<file path="config.mk">
export PLATFORM = sky130hd
export DESIGN_NAME = dual_ctx_cfg_store
export DESIGN_NICKNAME = d
export VERILOG_FILES = /design/src/rtl/cfgmem_pkg.sv /design/src/rtl/cfg_scan_ctx.sv /design/src/rtl/cfg_load_tracker.sv /design/src/rtl/cfg_switch_ctrl.sv /design/src/rtl/dual_ctx_cfg_store.sv
export SDC_FILE = /design/constraint.sdc
export NUM_CORES = 1
export LEC_CHECK = 0
export ABC_AREA = 0
export BUFFER_PORTS_ARGS = -buffer_cell sky130_fd_sc_hd__buf_2
export CORE_UTILIZATION = 27
export CTS_BUF_LIST = sky130_fd_sc_hd__clkbuf_4 sky130_fd_sc_hd__clkbuf_8
export CTS_CLUSTER_SIZE = 40
export DETAILED_ROUTE_END_ITERATION = 6
export PLACE_DENSITY = 0.52
export RECOVER_POWER = 100
export SKIP_CTS_REPAIR_TIMING = 1
export SLEW_MARGIN = 0
export SYNTH_ARGS = -nofsm -noshare
export SYNTH_HDL_FRONTEND = slang
export SYNTH_SLANG_ARGS = --single-unit
</file>
<file path="constraint.sdc">
create_clock -name clk -period 1.4 [get_ports clk]
set_clock_uncertainty 0.05 [all_clocks]
set_input_delay 0.28 -clock clk [delete_from_list [all_inputs] [get_ports clk]]
set_output_delay 0.28 -clock clk [all_outputs]
set_load 0.01 [all_outputs]
</file>
<file path="src/rtl/cfgmem_pkg.sv">
package cfgmem_pkg;

  typedef enum logic {
    CTX_ZERO = 1'b0,
    CTX_ONE  = 1'b1
  } ctx_id_e;

  function automatic ctx_id_e other_ctx(input ctx_id_e c);
    return (c == CTX_ZERO) ? CTX_ONE : CTX_ZERO;
  endfunction

endpackage

</file>
<file path="src/rtl/cfg_scan_ctx.sv">
module cfg_scan_ctx #(
  parameter int W = 32
) (
  input  logic         clk,
  input  logic         rst_n,
  input  logic         shift_en,
  input  logic         din,
  output logic [W-1:0] q
);

  generate
    if (W == 1) begin : g_single
      always_ff @(posedge clk or negedge rst_n) begin
        if (!rst_n)        q <= '0;
        else if (shift_en) q <= din;
      end
    end else begin : g_chain
      always_ff @(posedge clk or negedge rst_n) begin
        if (!rst_n)        q <= '0;
        else if (shift_en) q <= {din, q[W-1:1]};
      end
    end
  endgenerate

  AST_CTX_HOLD: assert property (@(posedge clk) disable iff (!rst_n)
    !shift_en |=> $stable(q));

endmodule

</file>
<file path="src/rtl/cfg_load_tracker.sv">
module cfg_load_tracker #(
  parameter int W = 32
) (
  input  logic clk,
  input  logic rst_n,
  input  logic restart,
  input  logic take,
  output logic loaded
);

  localparam int CNT_W = $clog2(W + 2);
  localparam logic [CNT_W-1:0] FULL = CNT_W'(W);
  localparam logic [CNT_W-1:0] OVER = CNT_W'(W + 1);

  logic [CNT_W-1:0] cnt;

  always_ff @(posedge clk or negedge rst_n) begin
    if (!rst_n)                    cnt <= '0;
    else if (restart)              cnt <= '0;
    else if (take && cnt != OVER)  cnt <= cnt + 1'b1;
  end

  assign loaded = (cnt == FULL);

  AST_CNT_BOUND: assert property (@(posedge clk) disable iff (!rst_n)
    cnt <= OVER);
  AST_RESTART_EMPTY: assert property (@(posedge clk) disable iff (!rst_n)
    restart |=> !loaded);

endmodule

</file>
<file path="src/rtl/cfg_switch_ctrl.sv">
module cfg_switch_ctrl
  import cfgmem_pkg::*;
(
  input  logic    clk,
  input  logic    rst_n,
  input  logic    sw_req,
  input  logic    clr,
  input  logic    loaded,
  output ctx_id_e active,
  output logic    accept,
  output logic    err
);

  assign accept = sw_req & loaded;

  always_ff @(posedge clk or negedge rst_n) begin
    if (!rst_n) begin
      active <= CTX_ZERO;
      err    <= 1'b0;
    end else if (sw_req) begin
      if (loaded) active <= other_ctx(active);
      err <= ~loaded;
    end else if (clr) begin
      err <= 1'b0;
    end
  end

  AST_REFUSE_KEEPS: assert property (@(posedge clk) disable iff (!rst_n)
    (sw_req && !loaded) |=> ($stable(active) && err));
  AST_ACCEPT_FLIPS: assert property (@(posedge clk) disable iff (!rst_n)
    (sw_req && loaded) |=> (active != $past(active) && !err));

endmodule

</file>
<file path="src/rtl/dual_ctx_cfg_store.sv">
module dual_ctx_cfg_store
  import cfgmem_pkg::*;
#(
  parameter int CFG_BITS = 32
) (
  input  logic                clk,
  input  logic                rst_n,
  input  logic                sin_valid,
  input  logic                sin_bit,
  output logic                sin_ready,
  input  logic                ld_clr,
  input  logic                sw_req,
  output logic                loaded,
  output logic                sw_err,
  output logic                active_ctx,
  output logic                shadow_ctx,
  output logic [CFG_BITS-1:0] cfg_out
);

  localparam int NCTX = 2;

  ctx_id_e             act_q;
  ctx_id_e             shd;
  logic                take;
  logic                accept;
  logic                restart;
  logic [CFG_BITS-1:0] ctx_q [NCTX];

  assign sin_ready = ~sw_req & ~ld_clr;
  assign take      = sin_valid & sin_ready;
  assign shd       = other_ctx(act_q);
  assign restart   = accept | (ld_clr & ~sw_req);

  genvar g;
  generate
    for (g = 0; g < NCTX; g++) begin : g_ctx
      logic sel;
      assign sel = take && (shd == ctx_id_e'(g));
      cfg_scan_ctx #(.W(CFG_BITS)) u_ctx (
        .clk      (clk),
        .rst_n    (rst_n),
        .shift_en (sel),
        .din      (sin_bit),
        .q        (ctx_q[g])
      );
    end
  endgenerate

  cfg_load_tracker #(.W(CFG_BITS)) u_track (
    .clk     (clk),
    .rst_n   (rst_n),
    .restart (restart),
    .take    (take),
    .loaded  (loaded)
  );

  cfg_switch_ctrl u_sw (
    .clk    (clk),
    .rst_n  (rst_n),
    .sw_req (sw_req),
    .clr    (ld_clr),
    .loaded (loaded),
    .active (act_q),
    .accept (accept),
    .err    (sw_err)
  );

  assign active_ctx = logic'(act_q);
  assign shadow_ctx = logic'(shd);
  assign cfg_out    = ctx_q[act_q];

  AST_LIVE_STEADY: assert property (@(posedge clk) disable iff (!rst_n)
    !sw_req |=> $stable(cfg_out));
  AST_SWITCH_BLOCKS: assert property (@(posedge clk) disable iff (!rst_n)
    (sw_req || ld_clr) |-> !sin_ready);
  AST_ACCEPT_UNLOADS: assert property (@(posedge clk) disable iff (!rst_n)
    (sw_req && loaded) |=> !loaded);
  AST_ROLES_APART: assert property (@(posedge clk) disable iff (!rst_n)
    active_ctx != shadow_ctx);
  AST_CLEAR_UNLOADS: assert property (@(posedge clk) disable iff (!rst_n)
    (ld_clr && !sw_req) |=> (!loaded && !sw_err));

endmodule

</file>
After elaboration in Yosys (flattened, before gate mapping):

Cells that the tools add are included.

* register bits: 72
* input port bits: 6
* output and inout port bits: 37
* logic and storage cells: 32

* add/subtract/negate cells: 1
* order comparisons: 1
* eq/ne operators: 2
* muxes and demuxes: 8
* bitwise logic cells: 9
* reduce and logical (&&, ||, !) cells: 6

Operators by type and width (count)
* $mux W32: 3
* $mux W6: 2
* $add A6 B1 Y6 const B: 1
* $eq A6 B6 Y1 const B: 1
* $ne A6 B6 Y1 const B: 1
* $and A1 B1 Y1: 4
* $reduce_bool A2 Y1: 2
* $logic_and A1 B1 Y1: 3
* $mux W1: 3
* $not A1 Y1: 3
* $ge A2 B2 Y1 const B: 1
* $not A1 Y2: 1
* $reduce_and A2 Y1: 1
* $or A1 B1 Y1: 1

Depth between registers and ports, before layout:

* word-level depth: 6
* depth in mapped cells: 6
* mapped depth without buffers: 5

By module:

From an unflattened synthesis, not the netlist that was laid out.

* cell total of the unflattened synthesis: 227
* area, all modules: 3751.1 sq um

By module, submodules not included
* cfg_scan_ctx: times used 2, cells each 68, area an instance 1345.0 sq um, seq. area each 800.8 sq um
* dual_ctx_cfg_store: times used 1, cells each 43, area an instance 569.3 sq um, seq. area each 0.0 sq um
* cfg_load_tracker: times used 1, cells each 41, area an instance 399.1 sq um, seq. area each 150.1 sq um
* cfg_switch_ctrl: times used 1, cells each 7, area an instance 92.6 sq um, seq. area each 50.0 sq um

Least setup slack after synthesis:

No wires, ideal clock.

* path type: flip-flop to flip-flop
* from: register u_sw.active
* to: register g_ctx[1].u_ctx.q[10]
* library setup time: 0.125 ns
* data arrival time: 1.432 ns
* data required time: 1.225 ns
* setup slack: -0.207 ns
* stages on the path, launching flop included: 7
* buffers on the path: 3
* clock period less this slack: 1.607 ns
* path through: dfrtp_1 -> buf_2 -> inv_1 -> and3_4 -> buf_6 -> buf_12 -> mux2_4

* cells in the longest elaborated chain, start to end: 2

RTL lines
* start, declared: line cfg_switch_ctrl.sv:9 `output ctx_id_e active,`
* start signal, assigned: line cfg_switch_ctrl.sv:21 `if (loaded) active <= other_ctx(active);`
* $mux W1: line cfgmem_pkg.sv:9 `return (c == CTX_ZERO) ? CTX_ONE : CTX_ZERO;`
* named net shadow_ctx: line dual_ctx_cfg_store.sv:16 `output logic shadow_ctx,`
* $logic_and A1 B1 Y1: line dual_ctx_cfg_store.sv:38 `assign sel = take && (shd == ctx_id_e'(g));`
* end signal, assigned: line cfg_scan_ctx.sv:20 `else if (shift_en) q <= {din, q[W-1:1]};`
* end, declared: line cfg_scan_ctx.sv:8 `output logic [W-1:0] q`

The timed path passes the listed nets, and every way through them passes these cells.
A chain may end at the register's enable or synchronous reset.

Worst setup path in the final report:

* from: register u_sw.active
* to: output port cfg_out[29]

* cells in the longest elaborated chain, start to end: 4

RTL lines
* $not A1 Y2 (implied by the code): line dual_ctx_cfg_store.sv:70 `assign cfg_out = ctx_q[act_q];`
* $mux W32 (implied by the code) (3 in series): line dual_ctx_cfg_store.sv:70
* end, declared: line dual_ctx_cfg_store.sv:17 `output logic [CFG_BITS-1:0] cfg_out`

No other way between the ends. The select of a mux whose other input is x is not followed.

==> results.yml <==
timing:
  finalSetupTns_ns: -34.34
  timing.final.crit_period_ns: 1.82
  max_slew.worst_pin.slew_ns: 0.677
  fin_worst_hold_slack_ns: 0.163
  final_hold_viol_count: 0
  layout_setup_ws_ns: -0.418
  timing.final.max_slew_violations: 0
  setup_viol: 106
  max-slew-margin-rel_pct: 54.9
  unrepaired_setup_endpoints_after_global_routing: "yes"
  min_period_over_period_pct: 130
  maxClockFrequency_mhz: 550
setup_path:
  timing.critical_path.cells: "buf_12 -> clkbuf_16 -> mux2_2 -> buf_6"
  critical_path.startpoint_type: "flop"
  critical_path.reg2reg.startpoint: "u_sw.active$_DFFE_PN0P_"
  worst_ep_required_time_ns: 1.07
  cpMaxStageDelayCell: "dfrtp_2"
  crit_type: "flop to output port"
  worstReg2RegEnd: "g_ctx[1].u_ctx.q[29]$_DFFE_PN0P_"
  reg2regPathDepth: 7
  setup.worst_path.end_class: "output port"
  max_stage_delay_ns: 0.40
  timing.critical_path.fanout_max: 5
  worst_ep_arrival_time_ns: 1.49
  rrSetupSlack_ns: -0.41
die:
  floorplan.initialDensity_pct: 28.0
  die-area_mm2: 0.0137
  io_pins: 43
  rows: 41
  die_h_um: 117
  core_area_mm2: 0.0127
  die-width_um: 117
yosys:
  post-synth-top-area-cell: "dfrtp_1"
  synth.top_cells.by_area: "dfrtp_1 (51%), mux2_4 (25%), mux2_2 (10%)"
  flops_latches_synth: 72
  avgSynthCellArea_um2: 15.9
  yosys_warnings: 0
  netlist.area_leader.share_pct: 50.6
  share_of_synthesized_area_occupied_by_flip_flops_and_latches_pct: 50.6
  postSynthNetCount: 233
  syn-instance-count: 224
  syn-cell-area_mm2: 0.00356
  synth_cell_type_count: 30
hold_path:
  timing.hold.worst_endpoint: "g_ctx[0].u_ctx.q[31]$_DFFE_PN0P_"
  worst_hold_startpoint: "sin_bit"
  timing.hold.worst_path_depth: 2
  hold_path.class: "input pin to flop"
drt:
  detailroute.via_count: 2076
  wl_final_mm: 7.46
  drt_first_iter_violations: 42
  route.antenna.remaining_nets: 0
  post-route-drc-count: 0
  post_drt_via_cell_ratio: 4.32
  routedWlPerCell_um: 15.5
  dr.pass1.iters: 4
placement:
  post-dp-hpwl_mm: 4.27
  detailed_place.area_mm2: 0.00406
  routabilityCongestion: 0.770
  io_buffer_count: 42
finish:
  syn2layout_area_growth_pct: 37.4
  drive_above_1_share_pct: 69.3
  antenna-diode-count: 0
  final_cell_mix: "dfrtp_1 (69), mux2_4 (66), buf_6 (39), mux2_2 (30), buf_4 (13)"
  most_common_cell_after_layout_fill_and_taps_aside: "dfrtp_1"
  final_area_mm2: 0.00489
  final_net_count: 313
global_routing:
  first_global_vias: 2048
  grt_use_total_pct: 10.3
  gr-total-overflow: 0
  grt_antenna_before_repair: 0
  grt_max_degree: 73
  grt_pass1_wl_mm: 10.7
power_and_ir_drop:
  vdd.ir_drop.worst_mv: 0.528
  seq_power_share_pct: 52.1
  total_power_mw: 4.41
  p_sw_mw: 1.11
  power.share.switching_pct: 25.1
  internal_power_mw: 3.30
  power.share.combinational_pct: 9.5
  pwr_density_cell_mw_per_mm2: 901
  share_clk_of_total_power_pct: 38.3
  static_leak_nw: 2.33
status:
  failed_checks: "negative setup slack"
  outcome: "complete, but fails checks"
clocking:
  tritoncts: "done"
  clkLatencyLatePin_ns: 0.35
  total_cts_buffers: 9
  worst_setup_hold_path_clk_slew_ns: 0.08
  clock-sinks: 72
  cts.path.max_buffers: 2
  cts-root-buf: "clkbuf_8"
  cts-htree-levels: 3
job:
  maxCapViolCount: 0
[flip-flops by register name, summed over array words and instances, names as in the netlist]
register	count
g_ctx.u_ctx.q	64
u_track.cnt	6
u_sw.err	1
u_sw.active	1
[through the flow]
step / utilization [%] / setup WS (ns) / std cells
3_5_place_dp: 31.9 / -0.224 / 444
6_report: 38.5 / -0.418 / 481
4_1_cts: 33.5 / -0.565 / 460
5_1_grt: 38.5 / -0.467 / 481
2_1_floorplan: - / -0.120 / 224
3_3_place_gp: 31.9 / -0.207 / 444
[cell usage after synthesis]
master      n
and3_1      1
and3_4      2
buf_6       2
mux2_4     60
nor2_1      1
buf_2       4
nor3_1      1
or3_1       3
o31ai_1     1
or2_4       1
o21ai_0     3
ha_1        3
xnor2_1     1
nand2_1     5
a311o_1     1
nand3_1     1
nand4bb_1   1
nand2b_1    1
mux2_2     32
nand4_1     1
buf_12      6
or4_1       1
mux2i_1     2
o211ai_1    3
inv_1       5
a21oi_1     4
inv_4       1
mux2_1      4
dfrtp_1    72
o21ai_1     1
[area by class of cell]
class | count | area, um^2
multi-input combinational | 134 | 1690
clock inverter | 7 | 78.8
tap | 172 | 215
sequential | 72 | 1810
clock buffer | 9 | 124
fill | 1244 | 7830
inverter | 6 | 27.5
timing repair buffer | 81 | 950
[layer usage]
| layer | routed length (um) | vias up | track usage (%) |
|---|---|---|---|
| met1 | 3840 | 1057 | 15.8 |
| met2 | 3320 | 40 | 13.7 |
| met3 | 237 | 7 | 2.63 |
| met4 | 61 | 0 | 4.05 |
| met5 | 0 | - | 0 |
| li1 | - | 972 | - |
[power by group through the flow]
stage          Combinational, mW  Clock, mW  Sequential, mW
2_1_floorplan              0.258          0            2.31
4_1_cts                    0.368       1.75            2.30
5_1_grt                    0.463       1.85            2.32
6_report                   0.420       1.69            2.30
3_3_place_gp               0.361          0            2.34
3_5_place_dp               0.362          0            2.34
[how the worst max path moves through the flow]
stage	startpoint	to	slack, ns
floorplan	sw_req	g_ctx[0].u_ctx.q[0]$_DFFE_PN0P_	-0.12
global placement	sw_req	g_ctx[1].u_ctx.q[31]$_DFFE_PN0P_	-0.21
CTS	u_sw.active$_DFFE_PN0P_	cfg_out[16]	-0.57
finish	u_sw.active$_DFFE_PN0P_	cfg_out[29]	-0.42
global route	u_sw.active$_DFFE_PN0P_	cfg_out[6]	-0.47
detailed placement	sw_req	g_ctx[1].u_ctx.q[31]$_DFFE_PN0P_	-0.22
[cell families after synthesis]
group	Yosys count	share of synthesized area [%]
mux	98	37.2
compound gates	13	2.25
fa+ha+maj	3	1.05
buf+inv	18	5.27
simple gates	19	3.37
flops	72	50.6
xor+xnor	1	0.246
[worst max-delay path, delay by kind of cell (launching register included)]
kind,cells,cell delay [ns]
flip-flops,1,0.40
buffers and inverters,3,0.40
multiplexers,1,0.34
Note: power is estimated with default switching activity, not from simulation.
